### src/rtl/lar_pkg.sv
package lar_pkg;
  // one-hot bit index of each direction in the next-port field
  localparam int unsigned DIR_LOCAL = 0;
  localparam int unsigned DIR_NORTH = 1;
  localparam int unsigned DIR_EAST  = 2;
  localparam int unsigned DIR_SOUTH = 3;
  localparam int unsigned DIR_WEST  = 4;
  localparam int unsigned DIR_LINK  = 5;
  localparam int unsigned DIR_IDX_W = 3;

  typedef logic [DIR_IDX_W-1:0] dir_idx_t;
endpackage

### src/rtl/lar_next_hop.sv
module lar_next_hop #(
  parameter int unsigned COORD_W = 3,
  parameter int unsigned NP_W    = 6,
  parameter bit          LINK_EN = 1'b1,
  parameter int unsigned FAR_X   = 3,
  parameter int unsigned FAR_Y   = 3
) (
  input  logic [COORD_W-1:0] cur_x,
  input  logic [COORD_W-1:0] cur_y,
  input  logic [NP_W-1:0]    port_in,
  output logic [COORD_W-1:0] hop_x,
  output logic [COORD_W-1:0] hop_y,
  output logic               hop_is_local
);
  import lar_pkg::*;

  localparam logic [COORD_W-1:0] ONE = COORD_W'(1);

  logic via_link;

  if (LINK_EN) begin : g_link
    assign via_link = port_in[NP_W-1];
  end else begin : g_nolink
    assign via_link = 1'b0;
  end

  // lowest set bit wins; an empty field is treated as a delivered flit
  always_comb begin
    hop_x        = cur_x;
    hop_y        = cur_y;
    hop_is_local = 1'b0;
    if (port_in[DIR_LOCAL]) begin
      hop_is_local = 1'b1;
    end else if (port_in[DIR_NORTH]) begin
      hop_y = cur_y + ONE;
    end else if (port_in[DIR_EAST]) begin
      hop_x = cur_x + ONE;
    end else if (port_in[DIR_SOUTH]) begin
      hop_y = cur_y - ONE;
    end else if (port_in[DIR_WEST]) begin
      hop_x = cur_x - ONE;
    end else if (via_link) begin
      hop_x = COORD_W'(FAR_X);
      hop_y = COORD_W'(FAR_Y);
    end else begin
      hop_is_local = 1'b1;
    end
  end
endmodule

### src/rtl/lar_xy_pick.sv
module lar_xy_pick #(
  parameter int unsigned COORD_W   = 3,
  parameter int unsigned NP_W      = 6,
  parameter int unsigned MESH_X    = 4,
  parameter int unsigned MESH_Y    = 4,
  parameter bit          LINK_EN   = 1'b1,
  parameter int unsigned NEAR_X    = 0,
  parameter int unsigned NEAR_Y    = 0,
  parameter logic [MESH_X*MESH_Y-1:0] SERVED = '0
) (
  input  logic [COORD_W-1:0] hop_x,
  input  logic [COORD_W-1:0] hop_y,
  input  logic               hop_is_local,
  input  logic [COORD_W-1:0] dst_x,
  input  logic [COORD_W-1:0] dst_y,
  output logic [NP_W-1:0]    port_out
);
  import lar_pkg::*;

  localparam int unsigned NODES = MESH_X * MESH_Y;
  localparam int unsigned IDX_W = (NODES > 1) ? $clog2(NODES) : 1;

  logic     take_link;
  dir_idx_t dir;

  if (LINK_EN) begin : g_link
    logic [IDX_W-1:0] node_idx;
    logic             in_mesh;
    logic             at_near;
    always_comb begin
      in_mesh  = (int'(dst_x) < MESH_X) && (int'(dst_y) < MESH_Y);
      node_idx = IDX_W'(int'(dst_y) * MESH_X + int'(dst_x));
      at_near  = (hop_x == COORD_W'(NEAR_X)) && (hop_y == COORD_W'(NEAR_Y));
      take_link = at_near && in_mesh && SERVED[node_idx] &&
                  !((dst_x == hop_x) && (dst_y == hop_y));
    end
  end else begin : g_nolink
    assign take_link = 1'b0;
  end

  always_comb begin
    if (hop_is_local) begin
      dir = dir_idx_t'(DIR_LOCAL);
    end else if (take_link) begin
      dir = dir_idx_t'(DIR_LINK);
    end else if (dst_x > hop_x) begin
      dir = dir_idx_t'(DIR_EAST);
    end else if (dst_x < hop_x) begin
      dir = dir_idx_t'(DIR_WEST);
    end else if (dst_y > hop_y) begin
      dir = dir_idx_t'(DIR_NORTH);
    end else if (dst_y < hop_y) begin
      dir = dir_idx_t'(DIR_SOUTH);
    end else begin
      dir = dir_idx_t'(DIR_LOCAL);
    end
    port_out = NP_W'(1) << dir;
  end
endmodule

### src/rtl/lar_route_unit.sv
module lar_route_unit #(
  parameter int unsigned COORD_W   = 3,
  parameter int unsigned MESH_X    = 4,
  parameter int unsigned MESH_Y    = 4,
  parameter int unsigned PAYLOAD_W = 16,
  parameter bit          LINK_EN   = 1'b1,
  parameter int unsigned NEAR_X    = 0,
  parameter int unsigned NEAR_Y    = 0,
  parameter int unsigned FAR_X     = 3,
  parameter int unsigned FAR_Y     = 3,
  parameter logic [MESH_X*MESH_Y-1:0] SERVED = 16'hC800,
  localparam int unsigned NP_W     = LINK_EN ? 6 : 5,
  localparam int unsigned FLIT_W   = 2 * COORD_W + NP_W + PAYLOAD_W + 1
) (
  input  logic               clk,
  input  logic               rst_n,
  input  logic [COORD_W-1:0] my_x,
  input  logic [COORD_W-1:0] my_y,
  input  logic               in_valid,
  input  logic [FLIT_W-1:0]  in_flit,
  output logic               out_valid,
  output logic [FLIT_W-1:0]  out_flit
);
  localparam int unsigned DY_LSB   = 0;
  localparam int unsigned DX_LSB   = COORD_W;
  localparam int unsigned PORT_LSB = 2 * COORD_W;

  logic [COORD_W-1:0] hop_x, hop_y;
  logic               hop_is_local;
  logic [NP_W-1:0]    new_port;
  logic [FLIT_W-1:0]  flit_d;
  logic               valid_d;

  lar_next_hop #(
    .COORD_W(COORD_W), .NP_W(NP_W), .LINK_EN(LINK_EN),
    .FAR_X(FAR_X), .FAR_Y(FAR_Y)
  ) u_hop (
    .cur_x       (my_x),
    .cur_y       (my_y),
    .port_in     (in_flit[PORT_LSB +: NP_W]),
    .hop_x       (hop_x),
    .hop_y       (hop_y),
    .hop_is_local(hop_is_local)
  );

  lar_xy_pick #(
    .COORD_W(COORD_W), .NP_W(NP_W), .MESH_X(MESH_X), .MESH_Y(MESH_Y),
    .LINK_EN(LINK_EN), .NEAR_X(NEAR_X), .NEAR_Y(NEAR_Y), .SERVED(SERVED)
  ) u_pick (
    .hop_x       (hop_x),
    .hop_y       (hop_y),
    .hop_is_local(hop_is_local),
    .dst_x       (in_flit[DX_LSB +: COORD_W]),
    .dst_y       (in_flit[DY_LSB +: COORD_W]),
    .port_out    (new_port)
  );

  // next-state: rewrite only the next-port field
  always_comb begin
    flit_d                     = in_flit;
    flit_d[PORT_LSB +: NP_W]   = new_port;
    valid_d                    = in_valid;
  end

  always_ff @(posedge clk or negedge rst_n) begin
    if (!rst_n) begin
      out_valid <= 1'b0;
    end else begin
      out_valid <= valid_d;
    end
  end

  always_ff @(posedge clk or negedge rst_n) begin
    if (!rst_n) begin
      out_flit <= '0;
    end else if (in_valid) begin
      out_flit <= flit_d;
    end
  end
endmodule

### config.mk
export PLATFORM = sky130hd
export DESIGN_NAME = lar_route_unit
export DESIGN_NICKNAME = d
export VERILOG_FILES = /design/src/rtl/lar_pkg.sv /design/src/rtl/lar_next_hop.sv /design/src/rtl/lar_xy_pick.sv /design/src/rtl/lar_route_unit.sv
export SDC_FILE = /design/constraint.sdc
export NUM_CORES = 1
export LEC_CHECK = 0
export BUFFER_PORTS_ARGS = -buffer_cell sky130_fd_sc_hd__buf_2
export CORE_MARGIN = 1
export CORE_UTILIZATION = 35
export CTS_CLUSTER_DIAMETER = 50
export DETAILED_ROUTE_END_ITERATION = 10
export PLACE_DENSITY = 0.69
export SETUP_SLACK_MARGIN = 0.02
export SYNTH_ARGS = -nofsm -noshare
export SYNTH_HDL_FRONTEND = slang
export SYNTH_SLANG_ARGS = --single-unit
### constraint.sdc
create_clock -name clk -period 0.8 [get_ports clk]
set_input_delay 0.04 -clock clk [delete_from_list [all_inputs] [get_ports clk]]
set_output_delay 0.04 -clock clk [all_outputs]
set_load 0.02 [all_outputs]
# Word level (Yosys, flattened, before mapping)
# Memory sizes are Yosys's and may differ from the RTL's.
# Index checks and enable logic that the tools add are counted.
[op_classes]
n_addsub = 5
order_cmp = 7
eq_ne = 2
shifts = 1
n_mux = 25
reduce_logical = 9
[op_table]
columns = ["cell", "n"]
rows = [
  ["$mux W3", 17],
  ["$mux W1", 7],
  ["$add A3 B1 Y3 const B", 2],
  ["$eq A3 B3 Y1", 2],
  ["$gt A3 B3 Y1", 2],
  ["$logic_and A1 B1 Y1", 6],
  ["$logic_not A3 Y1", 2],
  ["$lt A3 B3 Y1", 2],
  ["$lt A3 B3 Y1 const B", 2],
  ["$shl A1 B3 Y6 const A", 1],
  ["$sub A3 B1 Y3 const B", 2],
  ["$lt A4 B5 Y1 const B", 1],
  ["$add A4 B3 Y4", 1],
  ["$mux W2", 1],
  ["$logic_not A1 Y1", 1],
]
[word_totals]
ff_bits = 30
romBits = 16
mem_count = 1
[memory_table]
columns = ["memory", "words", "word_bits", "read_ports", "rd_clocked_by_memory_dff", "write_ports", "line_no", "source"]
rows = [
  ["(name not given)", 16, 1, 1, 0, 0, "lar_xy_pick.sv:34", "take_link = at_near && in_mesh && SERVED[node_idx] &&"],
]

# Depth between registers and ports, before layout
# Gate-level depths: netlist of the first run.
[depth]
depth_word = 14
depth_mapped = 12
ltp_nobuf = 12

# By module
# From an unflattened synthesis of the first run, not the netlist that was laid out.
[unflattened]
cells_unflattened = 156
area_unflattened_um2 = 1813.0
[by_module_without_submodules]
columns = ["mod", "n_inst", "cells_each", "area_per_inst_um2", "seq_area_each_um2"]
rows = [
  ["lar_route_unit", 1, 62, 1142.3, 750.7],
  ["lar_next_hop", 1, 53, 371.6, 0.0],
  ["lar_xy_pick", 1, 41, 299.0, 0.0],
]

# Least setup slack after synthesis of the first run
# No wires, ideal clock.
[synth_path]
path_type = "input -> register"
startpoint = "in in_flit[6]"
endpoint = "reg out_flit[10]"
arrival_ns = 1.829
t_required_ns = 0.699
path_slack_ns = -1.129
path_stages = 10
n_path_buf = 1
path_cell_list = "buf_4 or2_1 nor3_1 o22a_2 inv_1 ha_1 nand3_1 o21ai_0 nor4_4 o32ai_1"
[synth_via]
elab_chain_len = 9
[synth_lines]
columns = ["item", "line_no", "source"]
rows = [
  ["start: declaration", "lar_route_unit.sv:20", "input logic [FLIT_W-1:0] in_flit,"],
  ["$mux W3", "lar_next_hop.sv:32", "if (port_in[DIR_LOCAL]) begin"],
  ["$lt A3 B3 Y1 / $logic_not A3 Y1 (equally long branches)", "lar_xy_pick.sv:52, lar_xy_pick.sv:33", ""],
  ["$mux W2 / $logic_and A1 B1 Y1 (equally long branches)", "lar_xy_pick.sv:52, lar_xy_pick.sv:33", ""],
  ["$mux W3 / $logic_and A1 B1 Y1 (equally long branches)", "lar_xy_pick.sv:50, lar_xy_pick.sv:34", ""],
  ["$mux W3 / $logic_and A1 B1 Y1 (equally long branches)", "lar_xy_pick.sv:48, lar_xy_pick.sv:34", ""],
  ["$mux W3 / $logic_and A1 B1 Y1 (equally long branches)", "lar_xy_pick.sv:46, lar_xy_pick.sv:34", ""],
  ["$mux W3", "lar_xy_pick.sv:44", "end else if (take_link) begin"],
  ["$mux W3 *", "lar_xy_pick.sv:42", "if (hop_is_local) begin"],
  ["$shl A1 B3 Y6 *", "lar_xy_pick.sv:57", "port_out = NP_W'(1) << dir;"],
  ["end signal: assignment", "lar_route_unit.sv:77", "out_flit <= flit_d;"],
  ["end: declaration", "lar_route_unit.sv:22", "output logic [FLIT_W-1:0] out_flit"],
]
# Every way passes the cells marked *; elsewhere a longest branch is shown, timed or not.
# A chain may end at the register's enable or synchronous reset.

# Final worst setup path of the first run
[layout_path]
startpoint = "in in_flit[8]"
endpoint = "reg out_flit[8]"
[layout_via]
elab_chain_len = 11
[layout_lines]
columns = ["item", "line_no", "source"]
rows = [
  ["$mux W3", "lar_next_hop.sv:36", "end else if (port_in[DIR_EAST]) begin"],
  ["$mux W3", "lar_next_hop.sv:34", "end else if (port_in[DIR_NORTH]) begin"],
  ["$mux W3", "lar_next_hop.sv:32", ""],
  ["$lt A3 B3 Y1 / $logic_not A3 Y1 (equally long branches)", "lar_xy_pick.sv:52, lar_xy_pick.sv:33", ""],
  ["$mux W2 / $logic_and A1 B1 Y1 (equally long branches)", "lar_xy_pick.sv:52, lar_xy_pick.sv:33", ""],
  ["$mux W3 / $logic_and A1 B1 Y1 (equally long branches)", "lar_xy_pick.sv:50, lar_xy_pick.sv:34", ""],
  ["$mux W3 / $logic_and A1 B1 Y1 (equally long branches)", "lar_xy_pick.sv:48, lar_xy_pick.sv:34", ""],
  ["$mux W3 / $logic_and A1 B1 Y1 (equally long branches)", "lar_xy_pick.sv:46, lar_xy_pick.sv:34", ""],
  ["$mux W3", "lar_xy_pick.sv:44", ""],
  ["$mux W3 *", "lar_xy_pick.sv:42", ""],
  ["$shl A1 B3 Y6 *", "lar_xy_pick.sv:57", ""],
]
# Marks and branches as above.

==> impl_metrics.csv, run 1 <==
group,metric,value,unit
route,drc,0,
placed_design,portBuffers,67,
yosys,ys_ff_latch,30,
global_routing,grt_usage,20.8,%
final_layout,postLayoutCellArea,3140,µm²
yosys,yosysSeqAreaShare,43.5,%
timing,worst_pin_slew,379,ps
yosys,postSynthCellCount,153,
timing,max_freq,624,MHz
yosys,ys_warn_count,0,
die,num_rows,25,
global_routing,overflow,0,
placed_design,placed_area,2460,µm²
outcome,status,"finished with violations",
worst_setup_path,crit_chain,"clkbuf_4 > and2b_2 > nor3_2 > o21a_1 > ha_4 > nand3_4 > o21ai_2 > nor4_4 > o2bb2ai_1",
route,dr.pass1.iters,4,
power_and_ir_drop,finalPower,5.27,mW
worst_setup_path,critPathLaunchType,"input port",
clock_network,ctsRootBufferMaster,"clkbuf_8",
die,ioPinCount,68,
yosys,synth_ff_type,"dfrtp_1",
die,initial_core_util,36.5,%
clock_network,cts_buffers,5,
timing,finalCritPeriodShare,200,%
route,vias_per_cell,4.87,
timing,drv_slew,0,
route,num_vias,1671,
route,drt-total-wl,5060,µm
worst_setup_path,cp-endpoint,"out_flit[8]",
route,antenna_left,0,
worst_setup_path,path_buf_inv,1,
die,core-area,4720,µm²
worst_setup_path,arrival,1750,ps
clock_network,clkSinkCount,30,
worst_setup_path,required,950,ps
global_routing,grt_pass1_wl,8140,µm
final_layout,syn_to_final_growth,81.9,%
worst_setup_path,crit_slowest_cell,"nor4_4",
route,dr.first_iter.drc_count,53,
yosys,syn_avg_cell_area,11.3,µm²
flow_run,maxCapViolations,0,
clock_network,clk_pin_slew,60,ps
worst_setup_path,crit_family,"simple AND/OR/NAND/NOR gates",
die,die_w,72.2,µm
global_routing,grt_max_degree,31,
timing,setup_viol,44,
clock_network,insertion_delay,280,ps
yosys,synth_edf_count,0,
worst_setup_path,end_kind,"flop",
worst_setup_path,max_stage_delay,290,ps
worst_setup_path,reg2reg_from,"out_flit[11]",
timing,rsz0062_at_grt,"true",
timing,fin_crit,1600,ps
yosys,synth_nets,202,
timing,final_hold_viol_count,0,
final_layout,post-route-util,66.4,%
placed_design,dp_slack,-1230,ps
min_path,hold_path_class,"input port to flop",
yosys,ys_async_sr_fraction,100,%
clock_network,htreeDepth,2,
outcome,violations,"negative setup slack",
final_layout,drive_gt1_share,69.6,%
placed_design,dpl.hpwl,3290,µm
worst_setup_path,path_max_fanout,6,
clock_network,cts_tree,"done",
min_path,worstHoldStart,"in_flit[15]",
global_routing,antenna_found_initial,0,
global_routing,grt_pass1_vias,1729,
power_and_ir_drop,peakVddDrop,2.07,mV
die,dieArea,5210,µm²
final_layout,fin_nets,324,
clock_network,cts_buffer_depth,2,
worst_setup_path,crit_type,"input port to flop",
power_and_ir_drop,power_density,1680,nW/µm²
die,die_h,72.2,µm
worst_setup_path,r2r_cells,2,
yosys,syn_area,1720,µm²
worst_setup_path,reg2reg_to,"out_flit[11]",
timing,timing.setup.tns,-6580,ps
worst_setup_path,startpoint,"in_flit[8]",
timing,relSlewSlack,74.5,%
worst_setup_path,path_depth,9,
placed_design,gp_congestion,0.805,
timing,fin_skew,0,ps
power_and_ir_drop,total_leakage_power,1.43,nW
yosys,yosysUniqueCellTypes,43,
timing,fin_ws,-802,ps
final_layout,diodes,0,
route,post_drt_wl_per_cell,14.8,µm
worst_setup_path,reg2reg_slack,-80,ps
synthesized netlist by cell type (2+ instances only):
cell type	count	area, µm²
nand3_1	7	35.0
inv_1	15	56.3
o21ai_0	4	20.0
dfrtp_1	30	751
nor3_1	4	20.0
nor2_1	8	30.0
nand2b_1	2	12.5
nor2b_1	4	25.0
clkbuf_1	2	7.51
a31oi_1	2	12.5
a21oi_1	7	35.0
buf_6	3	33.8
mux2_2	23	259
o2bb2ai_1	3	26.3
ha_1	11	138
metrics by stage:
step,std cells,hold slack (ps)
2_1_floorplan,153,-256
3_3_place_gp,309,10.7
3_5_place_dp,309,5.12
4_1_cts,340,9.07
5_1_grt,343,0.525
6_report,343,12.3
per-layer routing:
metal  global-route usage (%)  up-vias  routed length, µm
met2                     35.0       52               2560
met3                     5.69        7                271
li1                         -      803                  -
met4                     8.50        0                 79
met5                        0        -                  0
met1                     25.1      809               2150
flip-flops by register name (all words and copies together), names as in the netlist:
| register | cells |
|---|---|
| out_flit | 29 |
| out_valid | 1 |
worst register-to-register path, cell delays in order (launching register included):
cell	delay, ps
dfrtp_1	400
buf_4	140
a22o_1	230
layout make-up:
class | count | area, µm²
tap | 67 | 83.8
clock buffer | 6 | 82.6
multi-input combinational | 102 | 1040
timing repair buffer | 121 | 1030
clock inverter | 2 | 60.1
inverter | 15 | 58.8
sequential | 30 | 779
fill | 316 | 1590
cells by family after synthesis:
logic type	after synthesis	share of synthesized area, %
buffers and inverters	21	6.10
adders and majority gates	11	7.98
muxes	24	15.6
and+or+nand+nor	38	13.9
AOI/OAI and AO/OA	29	12.9
DFF	30	43.5
layout by cell type, fill, tap and decap left out, types with 3 or more instances in the layout:
cell	n
ha_1	4
inv_1	9
nand3_1	4
mux2_4	3
a21oi_1	4
buf_4	35
dfrtp_1	7
nor2b_1	4
nor2_1	8
dfrtp_2	23
ha_4	7
dlygate4sd3_1	16
clkbuf_8	6
mux2_2	20
o2bb2ai_1	3
a21oi_2	3
buf_6	31
inv_2	5
buf_2	33
where the power goes:
part           switching [mW]  leakage (nW)  internal, mW
combinational           0.709          1.03         0.870
sequential              0.115         0.336          1.68
clock                   0.573        0.0714          1.33
worst min path at each step:
stage	endpoint	slack (ps)	cells after the start
global route	out_flit[15]	0.5	2
finish	out_flit[15]	10	2
floorplan	out_flit[0]	-260	0
global placement	out_flit[10]	10	2
detailed placement	out_flit[9]	5	2
CTS	out_flit[15]	9	2
repair_timing:
| action | CTS | global route |
|---|---|---|
| buffers inserted | 6 | 3 |
| gates resized for setup | 68 | 17 |
| hold endpoints to repair | 46 | 0 |
| setup endpoints to repair | 39 | 58 |
| hold buffers | 17 | 0 |
| pin swaps | 1 | 4 |
(Power assumes the default switching activity.)
==> run 2, diff against run 1 <==
ABC_CLOCK_PERIOD_IN_PS = 800   (was unset)
SKIP_LAST_GASP = 1   (was unset)
==> run 2 against run 1 <==
Net effect: the flow still finishes with violations (negative setup slack); combinational power about the same; cell count unchanged; global-route usage stayed put; critical path depth increased by 3; core utilization decreased by 0.21 points; maximum frequency shrank 0.76%; non-clock buffer count unchanged; highest routed layer unchanged; count of clock-buffer cells in the layout is the same; critical path type unchanged.
==> impl_metrics.csv, run 2 (same netlist as run 1, synthesis figures left out) <==
group,metric,value,unit
worst_setup_path,arrival,1770,ps
timing,fin_ws,-815,ps
route,dr.first_iter.drc_count,49,
die,dieArea,5210,µm²
route,antenna_left,0,
global_routing,overflow,0,
min_path,hold_path_class,"input port to flop",
timing,relSlewSlack,74.5,%
global_routing,antenna_found_initial,0,
final_layout,biggestRegsByFlops,"out_flit (29), out_valid (1)",
die,core-area,4720,µm²
die,initial_core_util,36.5,%
global_routing,grt_max_degree,31,
worst_setup_path,end_kind,"flop",
final_layout,syn_to_final_growth,81.3,%
final_layout,fin_nets,324,
placed_design,dpl.hpwl,3290,µm
route,vias_per_cell,4.89,
power_and_ir_drop,peakVddDrop,2.07,mV
timing,fin_crit,1610,ps
clock_network,clk_pin_slew,60,ps
route,drc,0,
clock_network,cts_buffers,5,
timing,drv_slew,0,
route,drt-total-wl,5080,µm
die,ioPinCount,68,
final_layout,final_cell_mix,"buf_4 (35), buf_2 (34), buf_6 (31), dfrtp_2 (23), mux2_2 (20)",
final_layout,mostFrequentLayoutCell,"buf_4",
timing,final_hold_viol_count,0,
placed_design,gp_congestion,0.805,
clock_network,ctsRootBufferMaster,"clkbuf_8",
worst_setup_path,path_max_fanout,3,
route,post_drt_wl_per_cell,14.8,µm
timing,rsz0062_at_grt,"true",
timing,fin_skew,0,ps
clock_network,htreeDepth,2,
worst_setup_path,reg2reg_slack,-70,ps
global_routing,grt_pass1_vias,1729,
outcome,status,"finished with violations",
die,die_w,72.2,µm
global_routing,grt_pass1_wl,8140,µm
die,num_rows,25,
final_layout,largest_reg_flops,29,
placed_design,portBuffers,67,
clock_network,cts_buffer_depth,2,
final_layout,diodes,0,
clock_network,clkSinkCount,30,
die,die_h,72.2,µm
route,dr.pass1.iters,4,
global_routing,grt_usage,20.8,%
timing,worst_pin_slew,380,ps
clock_network,cts_tree,"done",
timing,finalCritPeriodShare,202,%
worst_setup_path,required,960,ps
timing,max_freq,619,MHz
timing,whs,12.5,ps
route,num_vias,1676,
power_and_ir_drop,power_density,1680,nW/µm²
power_and_ir_drop,total_leakage_power,1.43,nW
flow_run,maxCapViolations,0,
final_layout,drive_gt1_share,69.2,%
worst_setup_path,crit_type,"input port to flop",
worst_setup_path,critPathLaunchType,"input port",
clock_network,insertion_delay,280,ps
timing,setup_viol,44,
placed_design,dp_slack,-1230,ps
outcome,violations,"negative setup slack",
final_layout,regMostFlops,"out_flit",
run 2: cell types whose count changed in the layout (fill, tap and decap cells not counted):
cell,delta
buf_2,+1
buf_8,-1
inv_1,+1
inv_2,-1
run 2: stage by stage:
step / util, % / cell area, µm² / power (mW) / setup TNS, ps / cells
floorplan: - / 1860 / 2.48 / -5190 / 153
global route: 66.2 / 3130 / 5.50 / -8080 / 343
detailed placement: 52.1 / 2460 / 2.98 / -8340 / 309
CTS: 64.3 / 3040 / 5.22 / -6670 / 340
finish: 66.2 / 3130 / 5.27 / -6700 / 343
global placement: 52.1 / 2460 / 2.96 / -7780 / 309
run 2: cell type report:
class / instances / area [µm²]
flip-flops and latches: 30 / 779
repair buffers: 121 / 1020
inverters: 15 / 58.8
well taps: 67 / 83.8
fillers: 319 / 1600
clock buffers: 6 / 82.6
multi-input cells: 102 / 1040
clock inverters: 2 / 60.1
run 2: path summary, 6_finish.rpt:
check                                   from            to  cells after the start
worst max-delay path                 my_y[0]   out_flit[7]                     12
worst min-delay path             in_flit[15]  out_flit[15]                      2
worst max register to register  out_flit[11]  out_flit[11]                      2
worst min register to register  out_flit[19]  out_flit[19]                      1
max in group asynchronous              rst_n   out_flit[1]                      3
min in group asynchronous              rst_n  out_flit[17]                      3
run 2: where the power goes:
part / switching [mW] / internal [mW]
registers: 0.116 / 1.68
logic: 0.708 / 0.864
clock network: 0.572 / 1.33
run 2: layer usage:
layer	part of all wire, %	global-route usage, %
met2	50	35.0
met4	1.6	8.50
met1	43	25.1
met5	0	0
met3	5.3	5.69
run 2: repair_timing:
action                                  4_1_cts  5_1_grt
setup buffers                                 6        3
resized for setup                            68       13
hold buffers                                 17        0
pin swaps                                     1        3
endpoints found under the setup margin       39       58
hold endpoints to repair                     46        0
run 2: critical path: stages:
cell,delay [ps]
buf_2,120
inv_2,60
ha_4,190
or2b_1,230
a21oi_2,160
o21bai_4,150
ha_4,230
a21o_1,170
a21oi_2,150
inv_1,90
nand4_1,110
o2bb2ai_1,70
